File: config.mk
export PLATFORM = sky130hd
export DESIGN_NAME = uart_tx_mm
export DESIGN_NICKNAME = d
export VERILOG_FILES = /design/src/rtl/uart_tx_pkg.sv /design/src/rtl/uart_tx_fifo.sv /design/src/rtl/uart_tx_regs.sv /design/src/rtl/uart_tx_shifter.sv /design/src/rtl/uart_tx_mm.sv
export SDC_FILE = /design/constraint.sdc
export NUM_CORES = 1
export LEC_CHECK = 0
export BUFFER_PORTS_ARGS = -buffer_cell sky130_fd_sc_hd__buf_2
export CAP_MARGIN = 25
export CORE_ASPECT_RATIO = 1.5
export CORE_MARGIN = 1
export CORE_UTILIZATION = 52
export CTS_BUF_LIST = sky130_fd_sc_hd__clkbuf_4 sky130_fd_sc_hd__clkbuf_8
export DETAILED_ROUTE_END_ITERATION = 10
export GPL_ROUTABILITY_DRIVEN = 0
export PLACE_DENSITY = 0.84
export SLEW_MARGIN = 5
export SYNTH_ARGS = -nofsm -noshare
export SYNTH_HDL_FRONTEND = slang
export SYNTH_HIERARCHICAL = 1
export SYNTH_SLANG_ARGS = --single-unit
File: constraint.sdc
create_clock -name clk -period 7.4 [get_ports clk]
set_clock_uncertainty 0.2 [all_clocks]
set_input_delay 2.22 -clock clk [delete_from_list [all_inputs] [get_ports clk]]
set_output_delay 2.22 -clock clk [all_outputs]
set_load 0.02 [all_outputs]
File: src/rtl/uart_tx_pkg.sv
package uart_tx_pkg;
    typedef enum logic [1:0] {
        TX_IDLE,
        TX_START,
        TX_DATA,
        TX_STOP
    } tx_state_t;

    localparam int BUS_W      = 32;
    localparam int OFF_TXDATA = 'h00;
    localparam int OFF_TXCTRL = 'h08;
    localparam int OFF_IE     = 'h10;
    localparam int OFF_IP     = 'h14;
    localparam int OFF_DIV    = 'h18;
endpackage

File: src/rtl/uart_tx_fifo.sv
module uart_tx_fifo #(
    parameter int WIDTH = 8,
    parameter int DEPTH = 8,
    localparam int PTR_W = $clog2(DEPTH),
    localparam int CNT_W = $clog2(DEPTH + 1)
) (
    input  logic             clk,
    input  logic             rst_n,
    input  logic             wr_req,
    input  logic [WIDTH-1:0] wr_data,
    input  logic             rd_req,
    output logic [WIDTH-1:0] rd_data,
    output logic             full,
    output logic             empty,
    output logic [CNT_W-1:0] count
);
    logic [WIDTH-1:0] mem [DEPTH];
    logic [PTR_W-1:0] wr_ptr, rd_ptr;
    logic             wr_ok, rd_ok;

    assign full    = (count == CNT_W'(DEPTH));
    assign empty   = (count == '0);
    assign wr_ok   = wr_req && !full;
    assign rd_ok   = rd_req && !empty;
    assign rd_data = mem[rd_ptr];

    always_ff @(posedge clk) begin
        if (wr_ok) mem[wr_ptr] <= wr_data;
    end

    always_ff @(posedge clk or negedge rst_n) begin
        if (!rst_n) begin
            wr_ptr <= '0;
            rd_ptr <= '0;
            count  <= '0;
        end else begin
            if (wr_ok)
                wr_ptr <= (wr_ptr == PTR_W'(DEPTH - 1)) ? '0 : wr_ptr + 1'b1;
            if (rd_ok)
                rd_ptr <= (rd_ptr == PTR_W'(DEPTH - 1)) ? '0 : rd_ptr + 1'b1;
            unique case ({wr_ok, rd_ok})
                2'b10:   count <= count + 1'b1;
                2'b01:   count <= count - 1'b1;
                default: count <= count;
            endcase
        end
    end
endmodule

File: src/rtl/uart_tx_regs.sv
module uart_tx_regs
    import uart_tx_pkg::*;
#(
    parameter int ADDR_W    = 5,
    parameter int DATA_W    = 8,
    parameter int DIV_W     = 16,
    parameter int WM_W      = 3,
    parameter int CNT_W     = 4,
    parameter int DIV_RESET = 138
) (
    input  logic              clk,
    input  logic              rst_n,
    input  logic              bus_valid,
    input  logic              bus_we,
    input  logic [ADDR_W-1:0] bus_addr,
    input  logic [BUS_W-1:0]  bus_wdata,
    output logic [BUS_W-1:0]  bus_rdata,
    input  logic              fifo_full,
    input  logic [CNT_W-1:0]  fifo_count,
    output logic              push_req,
    output logic [DATA_W-1:0] push_data,
    output logic              tx_en,
    output logic              two_stop,
    output logic [WM_W-1:0]   wm_level,
    output logic              ie_tx,
    output logic              ip_tx,
    output logic [DIV_W-1:0]  divisor
);
    logic wr;
    logic unused_wdata;

    assign wr        = bus_valid && bus_we;
    assign push_req  = wr && (bus_addr == ADDR_W'(OFF_TXDATA));
    assign push_data = bus_wdata[DATA_W-1:0];
    assign ip_tx     = (fifo_count < CNT_W'(wm_level));
    assign unused_wdata = ^bus_wdata;

    always_ff @(posedge clk or negedge rst_n) begin
        if (!rst_n) begin
            tx_en    <= 1'b0;
            two_stop <= 1'b0;
            wm_level <= '0;
            ie_tx    <= 1'b0;
            divisor  <= DIV_W'(DIV_RESET);
        end else if (wr) begin
            if (bus_addr == ADDR_W'(OFF_TXCTRL)) begin
                tx_en    <= bus_wdata[0];
                two_stop <= bus_wdata[1];
                wm_level <= bus_wdata[16 +: WM_W];
            end
            if (bus_addr == ADDR_W'(OFF_IE))
                ie_tx <= bus_wdata[0];
            if (bus_addr == ADDR_W'(OFF_DIV))
                divisor <= bus_wdata[DIV_W-1:0];
        end
    end

    always_comb begin
        bus_rdata = '0;
        if (bus_addr == ADDR_W'(OFF_TXDATA))
            bus_rdata[BUS_W-1] = fifo_full;
        else if (bus_addr == ADDR_W'(OFF_TXCTRL)) begin
            bus_rdata[0]           = tx_en;
            bus_rdata[1]           = two_stop;
            bus_rdata[16 +: WM_W]  = wm_level;
        end else if (bus_addr == ADDR_W'(OFF_IE))
            bus_rdata[0] = ie_tx;
        else if (bus_addr == ADDR_W'(OFF_IP))
            bus_rdata[0] = ip_tx;
        else if (bus_addr == ADDR_W'(OFF_DIV))
            bus_rdata[DIV_W-1:0] = divisor;
    end
endmodule

File: src/rtl/uart_tx_shifter.sv
module uart_tx_shifter
    import uart_tx_pkg::*;
#(
    parameter int DATA_W = 8,
    parameter int DIV_W  = 16,
    localparam int IDX_W = $clog2(DATA_W)
) (
    input  logic              clk,
    input  logic              rst_n,
    input  logic              tx_en,
    input  logic              two_stop,
    input  logic [DIV_W-1:0]  divisor,
    input  logic              fifo_empty,
    input  logic [DATA_W-1:0] fifo_data,
    output logic              pop,
    output logic              txd,
    output logic              busy
);
    tx_state_t         state, nxt;
    logic [DIV_W-1:0]  baud_cnt, div_lat;
    logic [DATA_W-1:0] shreg;
    logic [IDX_W-1:0]  bit_idx;
    logic              stop_idx, two_lat;
    logic              bit_end, have_byte, load;

    assign bit_end   = (baud_cnt == div_lat);
    assign have_byte = tx_en && !fifo_empty;
    assign load      = (nxt == TX_START) && (state != TX_START);
    assign pop       = load;

    always_comb begin
        nxt = state;
        unique case (state)
            TX_IDLE:  if (have_byte) nxt = TX_START;
            TX_START: if (bit_end) nxt = TX_DATA;
            TX_DATA:  if (bit_end && bit_idx == IDX_W'(DATA_W - 1)) nxt = TX_STOP;
            TX_STOP:  if (bit_end && stop_idx == two_lat)
                          nxt = have_byte ? TX_START : TX_IDLE;
            default:  nxt = TX_IDLE;
        endcase
    end

    always_ff @(posedge clk or negedge rst_n) begin
        if (!rst_n) state <= TX_IDLE;
        else        state <= nxt;
    end

    always_ff @(posedge clk or negedge rst_n) begin
        if (!rst_n) begin
            baud_cnt <= '0;
            div_lat  <= '0;
            shreg    <= '0;
            bit_idx  <= '0;
            stop_idx <= 1'b0;
            two_lat  <= 1'b0;
        end else if (load) begin
            shreg    <= fifo_data;
            div_lat  <= divisor;
            two_lat  <= two_stop;
            baud_cnt <= '0;
            bit_idx  <= '0;
            stop_idx <= 1'b0;
        end else if (state != TX_IDLE) begin
            if (bit_end) begin
                baud_cnt <= '0;
                if (state == TX_DATA) begin
                    shreg   <= shreg >> 1;
                    bit_idx <= bit_idx + 1'b1;
                end
                if (state == TX_STOP) stop_idx <= 1'b1;
            end else begin
                baud_cnt <= baud_cnt + 1'b1;
            end
        end
    end

    always_comb begin
        busy = (state != TX_IDLE);
        unique case (state)
            TX_IDLE:  txd = 1'b1;
            TX_START: txd = 1'b0;
            TX_DATA:  txd = shreg[0];
            TX_STOP:  txd = 1'b1;
            default:  txd = 1'b1;
        endcase
    end
endmodule

File: src/rtl/uart_tx_mm.sv
module uart_tx_mm
    import uart_tx_pkg::*;
#(
    parameter int ADDR_W     = 5,
    parameter int DATA_W     = 8,
    parameter int FIFO_DEPTH = 8,
    parameter int DIV_W      = 16,
    parameter int WM_W       = 3,
    parameter int DIV_RESET  = 138
) (
    input  logic              clk,
    input  logic              rst_n,
    input  logic              bus_valid,
    input  logic              bus_we,
    input  logic [ADDR_W-1:0] bus_addr,
    input  logic [31:0]       bus_wdata,
    output logic [31:0]       bus_rdata,
    output logic              bus_ready,
    output logic              txd,
    output logic              irq
);
    localparam int CNT_W = $clog2(FIFO_DEPTH + 1);

    logic              push_req, pop, fifo_full, fifo_empty;
    logic [DATA_W-1:0] push_data, fifo_data;
    logic [CNT_W-1:0]  fifo_count;
    logic              tx_en, two_stop, ie_tx, ip_tx, busy;
    logic [WM_W-1:0]   wm_level;
    logic [DIV_W-1:0]  divisor;

    assign bus_ready = bus_valid;
    assign irq       = ie_tx && ip_tx;

    uart_tx_regs #(
        .ADDR_W(ADDR_W), .DATA_W(DATA_W), .DIV_W(DIV_W),
        .WM_W(WM_W), .CNT_W(CNT_W), .DIV_RESET(DIV_RESET)
    ) regs_i (
        .clk(clk), .rst_n(rst_n),
        .bus_valid(bus_valid), .bus_we(bus_we), .bus_addr(bus_addr),
        .bus_wdata(bus_wdata), .bus_rdata(bus_rdata),
        .fifo_full(fifo_full), .fifo_count(fifo_count),
        .push_req(push_req), .push_data(push_data),
        .tx_en(tx_en), .two_stop(two_stop), .wm_level(wm_level),
        .ie_tx(ie_tx), .ip_tx(ip_tx), .divisor(divisor)
    );

    uart_tx_fifo #(.WIDTH(DATA_W), .DEPTH(FIFO_DEPTH)) fifo_i (
        .clk(clk), .rst_n(rst_n),
        .wr_req(push_req), .wr_data(push_data),
        .rd_req(pop), .rd_data(fifo_data),
        .full(fifo_full), .empty(fifo_empty), .count(fifo_count)
    );

    uart_tx_shifter #(.DATA_W(DATA_W), .DIV_W(DIV_W)) shift_i (
        .clk(clk), .rst_n(rst_n),
        .tx_en(tx_en), .two_stop(two_stop), .divisor(divisor),
        .fifo_empty(fifo_empty), .fifo_data(fifo_data),
        .pop(pop), .txd(txd), .busy(busy)
    );
endmodule

==> summary.txt <==
Outcome
  • Status: finished with violations
  • Failing checks: design-rule violations

GRT
  • Vias in the first global route: 4,489
  • Global-route wire length before repair: 22,400 um
  • Tot GR Track Use: 20.3%
  • Initial antenna violation count: 0
  • Largest net degree at the start of global routing: 80
  • Remaining global-route overflow: 0

Place
  • DPL Wire Length: 9460 um
  • Port Buf Inserts: 50
  • Pre-CTS WS: 1540 ps

Timing
  • Fin crit share: 79.5%
  • Final setup fails: 0
  • RSZ-0062 raised after global routing: no
  • Tightest Pin Transition: 1050 ps
  • Tmin final: 5890 ps
  • Final hold violation count: 0
  • Setup TNS: 0 ps
  • Pins Over Slew Limit: 0
  • Final worst setup slack: 1510 ps
  • Max-slew headroom: 30.1%
  • Fmax: 170 MHz

Yosys
  • Post-synth top area share: 26.8%
  • Synthesized instance count: 516
  • Synth Area in Simple Gates: 11.1%
  • Top FF cell, synth: dfrtp_1
  • Synth async-reset ratio: 55.2%
  • Most area-consuming cells after synthesis: edfxtp_1, dfrtp_1, mux2_4
  • Post-synthesis adder-cell area fraction: 3.24%
  • Synth Register Bits: 143
  • Mapped Area: 0.00718 sq mm
  • Ys Warns: 6
  • Mux contribution to synthesized area: 17.9%
  • Post-synth EDFFs: 64
  • Unique masters post-synth: 68
  • Post-synth top cells: dfrtp_1, edfxtp_1, mux2_4, mux2_2, nor2_1
  • Synthesized area per cell: 13.9 sq um
  • Sequential element share of the synthesized area: 54.4%
  • Largest family of logic cells by synthesized area: multiplexers
  • Post-Synth XOR/XNOR Area: 2.44%
  • Top-count cell post-synth: dfrtp_1
  • Synth Area in Compound Gates: 5.60%
  • Cell taking the most area after synthesis: edfxtp_1

Routing
  • Met2 WL post-DR: 7710 um
  • Drt total wl: 13,600 um
  • Post-route ant nets: 0
  • Wl on met1: 5140 um
  • DR vias/cell: 5.69
  • Metal3 WL: 334 um
  • Initial DRC count: 294
  • Max Used Layer: met4
  • TritonRoute pass-1 iters: 7
  • Wire per inst: 18.4 um
  • Vias after detailed routing: 4,198
  • # DRC: 8

Clocking
  • Hold buffers post-CTS: 0
  • Clk sinks: 143
  • Clk slew on worst S/H paths: 90 ps
  • Clock Path Buffers: 2
  • Root buf cell: clkbuf_8
  • H-tree depth: 4
  • # Post-CTS Setup Buffers: 0
  • # resized after CTS: 0
  • CTS buffer count: 17
  • Clk Latency, worst-skew pair: 450 ps
  • CTS tree: built

Setup path
  • Top Family by Delay on Critical Path: simple AND/OR/NAND/NOR gates
  • Reg-to-Reg Start: shift_i/baud_cnt[1]$_DFFE_PN0P_
  • Worst-path fanout max: 8
  • Sequence of cells on the critical path: buf_2 > and3b_2 > or4b_1 > a32oi_1 > buf_2
  • CP bufs+invs: 2
  • Crit start category: primary input
  • CP required: 4980 ps
  • WP data arrival: 3470 ps
  • Critical path class: primary input to primary output
  • Reg2reg path depth: 15
  • Crit-path most repeated cell: buf_2
  • Slowest cell on crit path: or4b_1
  • Crit. End Element: primary output
  • Critical Path Stages: 5
  • CP startpoint: bus_addr[3]
  • Slowest cell delay on critical path: 460 ps

Die
  • Initial Util: 53.3%
  • # rows: 52
  • Die area: 0.0143 sq mm
  • Die height: 146 um
  • Core Region: 0.0135 sq mm
  • # IOs: 76
  • Die Width: 97.9 um

Final layout
  • Ant diodes: 0
  • Fill cells: 970
  • Final nets: 622
  • Area of the multi-input gates: 0.00294 sq mm
  • P&R area growth vs syn: 9.64%
  • Storage element area: 0.00390 sq mm
  • Share of layout cells above drive strength 1: 31.1%

Worst hold path
  • HP Start: shift_i/stop_idx$_DFFE_PN0P_
  • Worst Hold Depth: 2
  • Min-delay worst type: register to register

Job
  • Max Cap Violations: 0

Power and ir drop
  • Maximum vdd drop: 0.182 mV
  • PwrDens: 348 mW/mm^2
  • Leak Pwr: 3.33 nW
[metrics by stage]
stage	instance area, sq um	power (mW)	utilization [%]	std cells	hold slack [ps]
after floorplan	7220	1.92	-	527	274
after global placement	7360	2.01	54.7	699	302
after detailed placement	7380	2.07	54.8	703	303
after CTS	7800	2.72	57.9	735	328
after global routing	7870	2.89	58.4	738	345
final	7870	2.74	58.4	738	323
[cell families (layout without fill, tap and decap cells)]
family                     after synthesis  in the layout
adders and majority gates               18             18
and+or+nand+nor                        134            134
other                                    1             12
buffers and inverters                   55            104
muxes                                   86             86
xor gates and xnor gates                20             20
DFF                                    143            143
AOI/OAI and AO/OA                       59             59
[registers in the layout, indices dropped and copies added (netlist names)]
| name | cells |
|---|---|
| regs_i/two_stop | 1 |
| shift_i/div_lat | 16 |
| regs_i/tx_en | 1 |
| fifo_i/mem | 64 |
| shift_i/state | 2 |
| fifo_i/rd_ptr | 3 |
| shift_i/bit_idx | 3 |
| shift_i/shreg | 8 |
| shift_i/stop_idx | 1 |
| regs_i/ie_tx | 1 |
| regs_i/divisor | 16 |
| fifo_i/count | 4 |
| fifo_i/wr_ptr | 3 |
| shift_i/baud_cnt | 16 |
| regs_i/wm_level | 3 |
| shift_i/two_lat | 1 |
[tightest hold or removal path, cell delays in order (launching register included)]
cell and delay (ps):
dfrtp_1 360, a21oi_1 50, nor2_1 80
[layer usage]
layer | up-vias | global-route usage, %
met4 | 0 | 10.1
met1 | 2118 | 21.8
met3 | 27 | 3.46
met5 | - | 0
li1 | 1965 | -
met2 | 88 | 37.7
[cell usage in the layout (no fill, tap or decap), types with 5 or more instances in the layout]
master    netlist  routed
nand3_1        10      10
mux2_1          6       6
and2_1         20      20
xnor2_1        17      17
nand4_1         6       6
dfrtp_1        76      76
buf_2           3      53
and3_1          8       8
ha_1           17      17
nor3b_1        10      10
mux4_1          7       7
mux4_2          9       9
conb_1          1      12
or3_1           5       5
nor2_1         24      24
nor2b_1         7       7
inv_6           0       6
inv_1          13      13
nand2_1        16      16
edfxtp_1       64      64
clkbuf_8        0      17
mux2_4         31      31
nor3_1          7       7
a21oi_1        23      23
o21ai_0        17      17
mux2_2         29      29
[cell type report]
| cell class | instances | share of cell area [%] |
|---|---|---|
| clock inverter | 15 | 2.37 |
| timing repair buffer | 59 | 4.50 |
| clock buffer | 17 | 2.97 |
| tap | 162 | 2.58 |
| inverter | 13 | 0.620 |
| sequential | 143 | 49.6 |
| multi-input combinational | 329 | 37.4 |
[worst paths after layout]
| kind | end | slack (ps) |
|---|---|---|
| max | bus_rdata[0] | 1510 |
| min | shift_i/stop_idx$_DFFE_PN0P_ | 320 |
| max reg2reg | fifo_i/count[3]$_DFFE_PN0P_ | 2310 |
| min reg2reg | shift_i/stop_idx$_DFFE_PN0P_ | 320 |
| max in group asynchronous | regs_i/divisor[3]$_DFFE_PN1P_ | 4990 |
| min in group asynchronous | shift_i/baud_cnt[9]$_DFFE_PN0P_ | 1390 |
[where the power goes]
group	total (mW)	switching [mW]	leakage [nW]	internal, mW
combinational	0.996	0.486	1.51	0.510
clock	0.644	0.327	0.213	0.317
sequential	1.10	0.147	1.61	0.951
(Power assumes the default switching activity.)
